==> src/rtl/lsp_pkg.sv <==
package lsp_pkg;

  // Protection sequencer states
  typedef enum logic [2:0] {
    TS_RUN    = 3'd0,  // normal operation
    TS_OCDLY  = 3'd1,  // over-current trip, fault line not yet asserted
    TS_OCMIN  = 3'd2,  // minimum fault window running
    TS_OCWAIT = 3'd3,  // window expired, waiting for flags to clear
    TS_UV     = 3'd4   // undervoltage hold
  } trip_state_t;

endpackage

==> src/rtl/lsp_persist_filter.sv <==
module lsp_persist_filter #(
  parameter int unsigned LEN = 4
) (
  input  logic clk,
  input  logic rst,
  input  logic din,
  output logic q
);

  localparam int unsigned CW = (LEN < 2) ? 1 : $clog2(LEN + 1);
  localparam logic [CW-1:0] LAST = CW'(LEN - 1);

  logic [CW-1:0] run_cnt;

  // q rises on the edge of the LEN-th consecutive high sample, falls at once
  always_ff @(posedge clk) begin
    if (rst) begin
      run_cnt <= '0;
      q       <= 1'b0;
    end else if (!din) begin
      run_cnt <= '0;
      q       <= 1'b0;
    end else if (run_cnt == LAST) begin
      q       <= 1'b1;
    end else begin
      run_cnt <= run_cnt + 1'b1;
    end
  end

  // a qualified flag implies the raw flag was high on the prior sample
  a_r1_qualified_had_input: assert property (@(posedge clk) disable iff (rst)
    q |-> $past(din));

endmodule

==> src/rtl/lsp_trip_fsm.sv <==
module lsp_trip_fsm
  import lsp_pkg::*;
#(
  parameter int unsigned FO_DELAY = 3,
  parameter int unsigned FO_MIN   = 40
) (
  input  logic clk,
  input  logic rst,
  input  logic oc_q,
  input  logic uv_q,
  output logic block,
  output logic soft_off_q,
  output logic fault_n_q
);

  localparam int unsigned MAXC = (FO_DELAY > FO_MIN) ? FO_DELAY : FO_MIN;
  localparam int unsigned CW   = (MAXC < 2) ? 1 : $clog2(MAXC + 1);
  localparam logic [CW-1:0] DLY_LAST = CW'(FO_DELAY - 1);
  localparam logic [CW-1:0] MIN_LAST = CW'(FO_MIN - 1);

  trip_state_t   state, nxt;
  logic [CW-1:0] cnt, cnt_nxt;
  logic          fault_act;

  always_comb begin
    nxt     = state;
    cnt_nxt = cnt;
    unique case (state)
      TS_RUN: begin
        if (oc_q) begin
          nxt     = TS_OCDLY;
          cnt_nxt = '0;
        end else if (uv_q) begin
          nxt = TS_UV;
        end
      end
      TS_OCDLY: begin
        if (cnt == DLY_LAST) begin
          nxt     = TS_OCMIN;
          cnt_nxt = '0;
        end else begin
          cnt_nxt = cnt + 1'b1;
        end
      end
      TS_OCMIN: begin
        if (cnt == MIN_LAST) begin
          nxt     = (oc_q || uv_q) ? TS_OCWAIT : TS_RUN;
          cnt_nxt = '0;
        end else begin
          cnt_nxt = cnt + 1'b1;
        end
      end
      TS_OCWAIT: begin
        if (!oc_q && !uv_q) nxt = TS_RUN;
      end
      TS_UV: begin
        if (oc_q) begin
          nxt     = TS_OCDLY;
          cnt_nxt = '0;
        end else if (!uv_q) begin
          nxt = TS_RUN;
        end
      end
      default: nxt = TS_RUN;
    endcase
  end

  assign block = (nxt != TS_RUN);

  always_comb begin
    fault_act = (nxt == TS_OCMIN) || (nxt == TS_OCWAIT) || (nxt == TS_UV) ||
                ((nxt == TS_OCDLY) && uv_q);
  end

  always_ff @(posedge clk) begin
    if (rst) begin
      state      <= TS_RUN;
      cnt        <= '0;
      soft_off_q <= 1'b0;
      fault_n_q  <= 1'b1;
    end else begin
      state      <= nxt;
      cnt        <= cnt_nxt;
      soft_off_q <= block;
      fault_n_q  <= !fault_act;
    end
  end

  // Checker state: length of the current low period of the fault line
  localparam int unsigned LW = (FO_MIN < 2) ? 1 : $clog2(FO_MIN + 1);
  logic [LW-1:0] lo_len;
  logic          oc_cause;

  always_ff @(posedge clk) begin
    if (rst) begin
      lo_len   <= '0;
      oc_cause <= 1'b0;
    end else begin
      if (fault_n_q)                    lo_len <= '0;
      else if (lo_len != LW'(FO_MIN))   lo_len <= lo_len + 1'b1;
      if (state == TS_OCMIN)            oc_cause <= 1'b1;
      else if (fault_n_q)               oc_cause <= 1'b0;
    end
  end

  // a qualified over-current flag blocks the gates on the next edge
  a_r2_oc_blocks: assert property (@(posedge clk) disable iff (rst)
    oc_q |=> soft_off_q);

  // a qualified undervoltage flag drives the fault line low on the next edge
  a_r8_uv_faults: assert property (@(posedge clk) disable iff (rst)
    uv_q |=> !fault_n_q);

  // an over-current fault line stays low for at least FO_MIN cycles
  a_r5_min_window: assert property (@(posedge clk) disable iff (rst)
    ($rose(fault_n_q) && oc_cause) |-> (lo_len >= LW'(FO_MIN)));

  // the fault line falls only while the gates are already blocked
  a_r4_fault_after_block: assert property (@(posedge clk) disable iff (rst)
    $fell(fault_n_q) |-> soft_off_q);

endmodule

==> src/rtl/lsp_phase_gate.sv <==
module lsp_phase_gate (
  input  logic clk,
  input  logic rst,
  input  logic pwm_in,
  input  logic block,
  output logic gate_q
);

  logic pwm_d;
  logic armed;
  logic rise;
  logic arm_nxt;

  assign rise = pwm_in & ~pwm_d;

  // Re-arm bit: cleared by any protection, set by a fresh rising edge
  always_comb begin
    if (block) arm_nxt = 1'b0;
    else       arm_nxt = armed | rise;
  end

  always_ff @(posedge clk) begin
    if (rst) begin
      pwm_d  <= 1'b1;  // a level already high at reset is not an edge
      armed  <= 1'b0;
      gate_q <= 1'b0;
    end else begin
      pwm_d  <= pwm_in;
      armed  <= arm_nxt;
      gate_q <= arm_nxt & pwm_in;
    end
  end

  // a low command turns the gate off on the next edge
  a_r11_low_cmd_off: assert property (@(posedge clk) disable iff (rst)
    !pwm_in |=> !gate_q);

  // a gate never turns on from a cycle in which protection was blocking
  a_r6_no_on_when_blocked: assert property (@(posedge clk) disable iff (rst)
    $rose(gate_q) |-> (!$past(block) && $past(pwm_in)));

endmodule

==> src/rtl/lowside_trip_seq.sv <==
module lowside_trip_seq #(
  parameter int unsigned NPH      = 3,
  parameter int unsigned OC_FILT  = 50,
  parameter int unsigned UV_FILT  = 1875,
  parameter int unsigned FO_DELAY = 313,
  parameter int unsigned FO_MIN   = 3750000
) (
  input  logic           clk,
  input  logic           rst,
  input  logic [NPH-1:0] pwm_lo,
  input  logic           oc_flag,
  input  logic           uv_flag,
  output logic [NPH-1:0] gate_en,
  output logic           soft_off,
  output logic           fault_n
);

  logic oc_q;
  logic uv_q;
  logic block;

  lsp_persist_filter #(.LEN(OC_FILT)) u_oc_filt (
    .clk (clk),
    .rst (rst),
    .din (oc_flag),
    .q   (oc_q)
  );

  lsp_persist_filter #(.LEN(UV_FILT)) u_uv_filt (
    .clk (clk),
    .rst (rst),
    .din (uv_flag),
    .q   (uv_q)
  );

  lsp_trip_fsm #(.FO_DELAY(FO_DELAY), .FO_MIN(FO_MIN)) u_fsm (
    .clk        (clk),
    .rst        (rst),
    .oc_q       (oc_q),
    .uv_q       (uv_q),
    .block      (block),
    .soft_off_q (soft_off),
    .fault_n_q  (fault_n)
  );

  for (genvar p = 0; p < NPH; p++) begin : g_phase
    lsp_phase_gate u_gate (
      .clk    (clk),
      .rst    (rst),
      .pwm_in (pwm_lo[p]),
      .block  (block),
      .gate_q (gate_en[p])
    );
  end

  // the soft-discharge request never coexists with an enabled gate
  a_r3_soft_gates_off: assert property (@(posedge clk) disable iff (rst)
    soft_off |-> (gate_en == '0));

  // an active fault line never coexists with an enabled gate
  a_r6_fault_gates_off: assert property (@(posedge clk) disable iff (rst)
    !fault_n |-> (gate_en == '0));

  // reset leaves gates off and the fault line released
  a_r10_reset_quiet: assert property (@(posedge clk)
    $past(rst) |-> (gate_en == '0 && !soft_off && fault_n));

endmodule

==> config.mk <==
export PLATFORM = sky130hd
export DESIGN_NAME = lowside_trip_seq
export DESIGN_NICKNAME = d
export VERILOG_FILES = /design/src/rtl/lsp_pkg.sv /design/src/rtl/lsp_persist_filter.sv /design/src/rtl/lsp_trip_fsm.sv /design/src/rtl/lsp_phase_gate.sv /design/src/rtl/lowside_trip_seq.sv
export SDC_FILE = /design/constraint.sdc
export NUM_CORES = 1
export LEC_CHECK = 0
export ABC_AREA = 1
export CAP_MARGIN = 0
export CORE_MARGIN = 1
export CORE_UTILIZATION = 27
export DETAILED_ROUTE_END_ITERATION = 16
export GPL_ROUTABILITY_DRIVEN = 0
export HOLD_SLACK_MARGIN = 0.02
export PLACE_DENSITY = 0.49
export RECOVER_POWER = 25
export SYNTH_ARGS = -nofsm -noshare
export SYNTH_HDL_FRONTEND = slang
export SYNTH_SLANG_ARGS = --single-unit
==> constraint.sdc <==
create_clock -name clk -period 3 [get_ports clk]
set_input_delay 0.9 -clock clk [delete_from_list [all_inputs] [get_ports clk]]
set_output_delay 0.9 -clock clk [all_outputs]
set_load 0.03 [all_outputs]
; ---- Word level (Yosys, flattened, before mapping)
; Index checks and enable logic that the tools add are counted.
[op_classes]
muxes = 16
n_bitwise = 14
n_eq_ne = 13
add_sub_neg = 3
reduce_logical = 16
[op_table]
columns = op, count
row1 = $mux 22, 3
row2 = $pmux 22 s3, 1
row3 = $add 22x1->22 const B, 1
row4 = $eq 22x22->1 const B, 1
row5 = $eq 22x9->1 const B, 1
row6 = $mux 3, 7
row7 = $pmux 3 s5, 1
row8 = $eq 3x2->1 const B, 4
row9 = $add 11x1->11 const B, 1
row10 = $eq 11x11->1 const B, 1
row11 = $add 6x1->6 const B, 1
row12 = $and 1x1->1, 6
row13 = $eq 3x1->1 const B, 2
row14 = $eq 3x3->1 const B, 2
row15 = $eq 6x6->1 const B, 1
row16 = $reduce_bool 3->1, 2
row17 = $reduce_or 2->1, 3
row18 = $not 1->1, 5
row19 = $logic_or 1x1->1, 4
row20 = $logic_not 1->1, 3
row21 = $logic_not 3->1, 1
row22 = $mux 1, 3
row23 = $or 1x1->1, 3
row24 = $logic_and 1x1->1, 2
row25 = other kinds (3), 3
[word_totals]
ff_bits = 55
elab_cells = 79
out_inout_bits = 5

; ---- Depth between registers and ports, before layout
; Gate-level depths: netlist of the first run.
[depth]
word_depth = 9
mapped_depth = 12
ltp_nobuf = 12

; ---- Hierarchy
; Synthesis of the first run repeated with hierarchy kept, for this count alone.
[unflattened]
cells_unflattened = 402
hier_area_um2 = 2781.4
[by_module_without_submodules]
columns = mod, n_inst, cells_each, area_per_inst_um2, seq_area_each_um2
row1 = lsp_trip_fsm, 1, 228, 1520.2, 540.5
row2 = lsp_persist_filter at u_uv_filt, 1, 85, 615.6, 240.2
row3 = lsp_persist_filter at u_oc_filt, 1, 47, 341.6, 140.1
row4 = lsp_phase_gate, 3, 14, 101.3, 60.1

; ---- Worst setup path after synthesis of the first run
; Ideal clock, no wire load.
[synth_path]
path_type = input to register
from = in rst
to = reg u_fsm.cnt[11]
arrival_ps = 1489
setup_time_ps = 117
path_stages = 4
t_required_ps = 2883
path_slack_ps = 1394
cell_sequence = clkinv_1 > nand2_2 > buf_2 > nor2_1
[synth_rtl]
columns = element, line
row1 = "start, declared", lowside_trip_seq.sv:9  ; input logic rst,
row2 = "end signal, assigned", lsp_trip_fsm.sv:83  ; cnt <= cnt_nxt;
row3 = "end, declared", lsp_trip_fsm.sv:22  ; logic [CW-1:0] cnt, cnt_nxt;

==> results of run 1 <==
## logic make-up after synthesis
group / count (synthesis) / share of synthesized area
compound gates: 46 / 0.0972
xor+xnor: 9 / 0.0299
fa+ha+maj: 6 / 0.0284
buf+inv: 58 / 0.0877
flops: 55 / 0.417
simple gates: 195 / 0.339
## power groups by stage
| stage | registers (uW) | logic (uW) | clock network [uW] |
|---|---|---|---|
| after floorplan | 758 | 26.9 | 0 |
| after global placement | 759 | 43.0 | 0 |
| after detailed placement | 759 | 43.5 | 0 |
| after CTS | 742 | 43.6 | 439 |
| after global routing | 743 | 49.0 | 465 |
| final | 742 | 42.7 | 415 |
## worst max-delay path, cell delays in order
cell	delay [ps]
dlygate4sd3_1	630
clkinv_1	300
nand2_2	320
inv_1	150
o21ai_1	110
nor2_1	50
## layout by cell type (no fill, tap or decap), drive strengths merged
cell type      count
nand3b             2
xor2               4
o21bai             3
a21oi             24
ha                 6
nand4              8
nor3              15
dfxtp             55
clkinv             1
or2                4
o21ai             16
and2               1
nor2              68
clkinvlp           1
nand3             24
clkdlybuf4s50     10
dlygate4sd3        1
nor4               2
clkbuf             5
a211oi             3
inv               53
nand2             69
xnor2              5
buf                1
nor3b              2
## final cells by class
type / instances / area, um^2 / area share
Clock buffer: 5 / 68.8 / 0.0232
Clock inverter: 2 / 16.3 / 0.00548
Inverter: 53 / 199 / 0.0671
Multi-Input combinational cell: 256 / 1300 / 0.439
Sequential cell: 55 / 1100 / 0.371
Tap cell: 129 / 161 / 0.0544
Timing Repair Buffer: 12 / 118 / 0.0396
## flip-flops by register name (all words and copies together) (netlist names)
| name | count |
|---|---|
| u_uv_filt.run_cnt | 11 |
| u_fsm.fault_n_q | 1 |
| g_phase.u_gate.armed | 3 |
| u_fsm.soft_off_q | 1 |
| u_uv_filt.q | 1 |
| g_phase.u_gate.pwm_d | 3 |
| u_fsm.state | 3 |
| u_oc_filt.q | 1 |
| u_fsm.cnt | 22 |
| g_phase.u_gate.gate_q | 3 |
| u_oc_filt.run_cnt | 6 |
## stage by stage
stage	hold slack (ps)	power, uW
after floorplan	439	785
after global placement	450	802
after detailed placement	459	803
after CTS	473	1220
after global routing	520	1260
final	467	1200
## cell usage after synthesis
cell,number
nand2_1,68
nor2_1,62
dfxtp_1,55
inv_1,51
nand3_1,23
a21oi_1,22
nor3_1,14
o21ai_0,12
nand4_1,7
ha_1,6
xnor2_1,5
xor2_1,4
a211oi_1,3
buf_4,3
nor2_4,3
o21ai_1,3
o21bai_1,3
or2_2,3
a21oi_2,2
buf_2,2
nand3b_1,2
nor2_2,2
nor3b_1,2
nor4_1,2
and2_1,1
clkinv_1,1
inv_2,1
nand2_2,1
nand3_2,1
nand4_2,1
nor2_8,1
nor3_2,1
o21ai_2,1
or2_0,1
## layer usage
layer,vias to the layer above,global-route usage,share of wire
li1,1203,-,-
met1,976,0.159,0.53
met2,24,0.183,0.43
met3,5,0.0243,0.027
met4,0,0.0334,0.0092
met5,-,0,0
## final timing paths
check / startpoint / to / slack [ps] / depth (start not counted)
min: u_uv_filt.run_cnt[10] / u_uv_filt.run_cnt[10] / 470 / 2
min reg2reg: u_uv_filt.run_cnt[10] / u_uv_filt.run_cnt[10] / 470 / 2
max: rst / u_fsm.cnt[19] / 760 / 6
max reg2reg: u_fsm.cnt[0] / g_phase[0].u_gate.gate_q / 1070 / 11
==> flow_metrics.env, run 1 <==
export IMPL_ys_types=34
export IMPL_worstPathArrival_ps=2460
export IMPL_viasPerCell=4.31
export IMPL_finalCritPeriodShare=0.748
export IMPL_dieWidth_um=101
export IMPL_numPortBuffers=11
export IMPL_final_min_clock_period_ps=2240
export IMPL_tritoncts="built"
export IMPL_combPwrFrac=0.036
export IMPL_dpl_hpwl_um=3930
export IMPL_drt_total_wl_um=5240
export IMPL_fin_ws_ps=756
export IMPL_tns_ps=0
export IMPL_drt_initial_drc_count=53
export IMPL_tightest_slew_ps=482
export IMPL_p_int_uw=919
export IMPL_grt_pass1_vias=2126
export IMPL_final_instance_count_excl_fill=512
export IMPL_wl_per_cell_um=10.2
export IMPL_place_inst=505
export IMPL_via_count=2208
export IMPL_critPathMaxFanout=11
export IMPL_p_leak_uw=0.00117
export IMPL_area_delta_synth_final_pct=12.4
export IMPL_power_frac_clock=0.346
export IMPL_maxSlewViolCount=0
export IMPL_fin_area_mm2=0.00297
export IMPL_slew_headroom=0.679
export IMPL_drc=0
export IMPL_postCtsSetupRepairBufs=0
export IMPL_setup_viol=0
export IMPL_clk_pin_slew_ps=100
export IMPL_status="finished clean"
export IMPL_cts_buffer_depth=2
export IMPL_syn_nets=382
export IMPL_skew_ps=7.62
export IMPL_clock_sinks=55
export IMPL_yosysSeqAreaShare=0.417
export IMPL_ant_nets=0
export IMPL_ys_ff_latch=55
export IMPL_die_area_mm2=0.0102
export IMPL_final_core_util=0.317
export IMPL_cts_resized=0
export IMPL_syn_inst=369
export IMPL_grt_pass1_wl_um=9480
export IMPL_pin_count=12
export IMPL_cp_data_required_time_ps=3210
export IMPL_worst_setup_path_start_kind="input pin"
export IMPL_cts_buffers=5
export IMPL_worstSetupPathType="in -> reg"
export IMPL_dieHeight_um=101
export IMPL_p_sw_frac=0.234
export IMPL_htree_levels=2
export IMPL_start_util=0.282
export IMPL_clk_insertion_delay_late_ps=310
export IMPL_synth_area_leaders="dfxtp_1 (42%), nand2_1 (9.7%), nor2_1 (8.8%)"
export IMPL_yosysWarnings=0
export IMPL_rows=35
export IMPL_synth_top_cell_by_area="dfxtp_1"
export IMPL_synth_top_area_frac=0.417
export IMPL_end_kind="flip-flop"
export IMPL_antenna_cells=0
export IMPL_p_seq_frac=0.619
export IMPL_drive_above_1_share=0.0627
export IMPL_max_freq_mhz=446
export IMPL_fp_coreArea_mm2=0.00937
export IMPL_fin_nets=396
export IMPL_fillers=1052
export IMPL_grt_setup_unrepaired="false"
export IMPL_finalHoldViolations=0
export IMPL_cap_viol_max_count=0
export IMPL_power_density_mw_per_mm2=404
export IMPL_syn_area_per_cell_um2=7.15
export IMPL_peakVddDrop_uv=161
export IMPL_overflow=0
export IMPL_firstDrtPassIters=4
export IMPL_min_path_type="reg -> reg"
export IMPL_antenna_found_initial=0
export IMPL_placed_area_mm2=0.00289
export IMPL_netlist_area_mm2=0.00264
export IMPL_ctsHoldBuffers=0
export IMPL_dp_slack_ps=495
export IMPL_cts_root_buf="clkbuf_8"
export IMPL_p_switching_uw=281
export IMPL_grt_total_usage=0.116
export IMPL_grt_max_degree=18
(Power assumes the default switching activity.)
==> run 2, diff against run 1 <==
--- a/config.mk
+++ b/config.mk
@@ -12,7 +12,7 @@
 export DETAILED_ROUTE_END_ITERATION = 16
 export GPL_ROUTABILITY_DRIVEN = 0
 export HOLD_SLACK_MARGIN = 0.02
-export PLACE_DENSITY = 0.49
+export PLACE_DENSITY = 0.5
 export RECOVER_POWER = 25
 export SYNTH_ARGS = -nofsm -noshare
 export SYNTH_HDL_FRONTEND = slang
==> constraint.sdc (replaced) <==
create_clock -name clk -period 1.8 [get_ports clk]
set_input_delay 0.54 -clock clk [delete_from_list [all_inputs] [get_ports clk]]
set_output_delay 0.54 -clock clk [all_outputs]
set_load 0.03 [all_outputs]
==> run 2 against run 1 <==
  * Die area unchanged
  * Clock power up 83%
  * Utilization up 1.5 points
  * Worst setup slack worse by 620 ps
  * Cell count up 2.3%
  * Hold slack better by 14 ps
  * Power up 73%
  * Combinational power up 74%
==> flow_metrics.env, run 2 (synthesis results as in run 1) <==
export IMPL_status="finished clean"
export IMPL_worst_r2r_setup_slack_ps=130
export IMPL_drt_total_wl_um=5290
export IMPL_ant_nets=0
export IMPL_r2r_start="u_fsm.cnt[0]"
export IMPL_viasPerCell=4.37
export IMPL_clk_insertion_delay_late_ps=320
export IMPL_finalHoldViolations=0
export IMPL_r2r_end="u_fsm.cnt[9]"
export IMPL_start_util=0.282
export IMPL_finalCritPeriodShare=0.927
export IMPL_firstDrtPassIters=5
export IMPL_grt_total_usage=0.115
export IMPL_cts_root_buf="clkbuf_8"
export IMPL_dpl_hpwl_um=3930
export IMPL_tritoncts="built"
export IMPL_dp_slack_ps=49.2
export IMPL_critPathMaxFanout=7
export IMPL_fin_ws_ps=132
export IMPL_cts_buffer_depth=2
export IMPL_maxSlewViolCount=0
export IMPL_reg_top3="u_fsm.cnt x22, u_uv_filt.run_cnt x11, u_oc_filt.run_cnt x6"
export IMPL_die_area_mm2=0.0102
export IMPL_overflow=0
export IMPL_grt_pass1_wl_um=9540
export IMPL_fillers=1034
export IMPL_largest_register="u_fsm.cnt"
export IMPL_drt_initial_drc_count=69
export IMPL_htree_levels=2
export IMPL_dieWidth_um=101
export IMPL_hold_path_end="u_uv_filt.run_cnt[10]"
export IMPL_drc=0
export IMPL_clock_sinks=55
export IMPL_cts_buffers=5
export IMPL_fp_coreArea_mm2=0.00937
export IMPL_pin_count=12
export IMPL_rows=35
export IMPL_wl_per_cell_um=10.1
export IMPL_clk_pin_slew_ps=110
export IMPL_cp_data_required_time_ps=2040
export IMPL_r2r_worst_path_cells=11
export IMPL_antenna_found_initial=0
export IMPL_grt_max_degree=21
export IMPL_via_count=2291
export IMPL_worstSetupPathType="in -> reg"
export IMPL_p_total_uw=2070
export IMPL_drive_above_1_share=0.124
export IMPL_whs_path_depth=2
export IMPL_p_leak_uw=0.00125
export IMPL_worstPathArrival_ps=1910
export IMPL_fin_area_mm2=0.00311
export IMPL_grt_pass1_vias=2240
export IMPL_fin_nets=407
export IMPL_largest_reg_flops=22
export IMPL_area_delta_synth_final_pct=17.7
export IMPL_min_path_type="reg -> reg"
export IMPL_antenna_cells=0
export IMPL_tightest_slew_ps=333
export IMPL_peakVddDrop_uv=304
export IMPL_max_freq_mhz=600
export IMPL_slew_headroom=0.776
export IMPL_skew_ps=7.62
export IMPL_dieHeight_um=101
export IMPL_numPortBuffers=11
export IMPL_power_density_mw_per_mm2=666
export IMPL_cap_viol_max_count=0
export IMPL_final_min_clock_period_ps=1670
export IMPL_worst_setup_path_start_kind="input pin"
export IMPL_end_kind="flip-flop"
export IMPL_tns_ps=0
export IMPL_final_cell_mix="nand2_1 (67), nor2_1 (59), inv_1 (51), dfxtp_1 (51), a21oi_1 (22)"
export IMPL_placed_area_mm2=0.00296
export IMPL_ctsHoldBuffers=0
export IMPL_final_common_cell="nand2_1"
export IMPL_setup_viol=0
export IMPL_hp_start="u_uv_filt.run_cnt[10]"
run 2: report_power, final:
part	internal (uW)	leakage, uW	total [uW]	switching (uW)
Sequential	1230	0.000447	1240	6.91
Clock	297	0.0000522	758	461
Combinational	31.2	0.000746	74.3	43.1
Total	1560	0.00125	2070	511
run 2: metrics by stage:
step                      hold slack, ps  utilization  cells
after global placement               448        0.316    515
after detailed placement             459        0.316    515
final                                481        0.331    524
after global routing                 527        0.331    524
after CTS                            479        0.326    523
after floorplan                      439            -    369
run 2: final cells by class:
cell class,count,area [um^2],area share
Clock buffer,5,68.8,0.0222
Clock inverter,3,31.3,0.0101
Inverter,53,199,0.0641
Multi-Input combinational cell,256,1350,0.436
Sequential cell,55,1110,0.356
Tap cell,129,161,0.0520
Timing Repair Buffer,23,186,0.0600
run 2: layer usage:
| layer | routed length (um) | vias up | GRT usage | part of all wire |
|---|---|---|---|---|
| li1 | - | 1227 | - | - |
| met1 | 2770 | 1028 | 0.151 | 0.52 |
| met2 | 2300 | 31 | 0.194 | 0.44 |
| met3 | 165 | 5 | 0.0229 | 0.031 |
| met4 | 47 | 0 | 0.0268 | 0.0089 |
| met5 | 0 | - | 0 | 0 |
run 2: timing repair:
item / 4_1_cts / 5_1_grt
pin swaps: 0 / 6
setup buffers: 0 / 1
hold endpoints to repair: 0 / 0
gates resized for setup: 5 / 17
endpoints found under the setup margin: 5 / 18
run 2: worst max path at each step:
stage               slack (ps)          from                   end  cells after the start
global route              -0.8  u_fsm.cnt[0]       u_fsm.fault_n_q                     12
detailed placement          50           rst  u_oc_filt.run_cnt[1]                      5
finish                     130           rst  u_oc_filt.run_cnt[1]                      5
floorplan                  260  u_fsm.cnt[0]         u_fsm.cnt[11]                     11
global placement            70           rst  u_oc_filt.run_cnt[1]                      5
CTS                         80  u_fsm.cnt[0]          u_fsm.cnt[9]                     11
run 2: critical path: stages:
cell           delay (ps)
dlygate4sd3_1         550
clkinv_1              100
clkbuf_1              250
nand2_1               230
a211oi_1              250
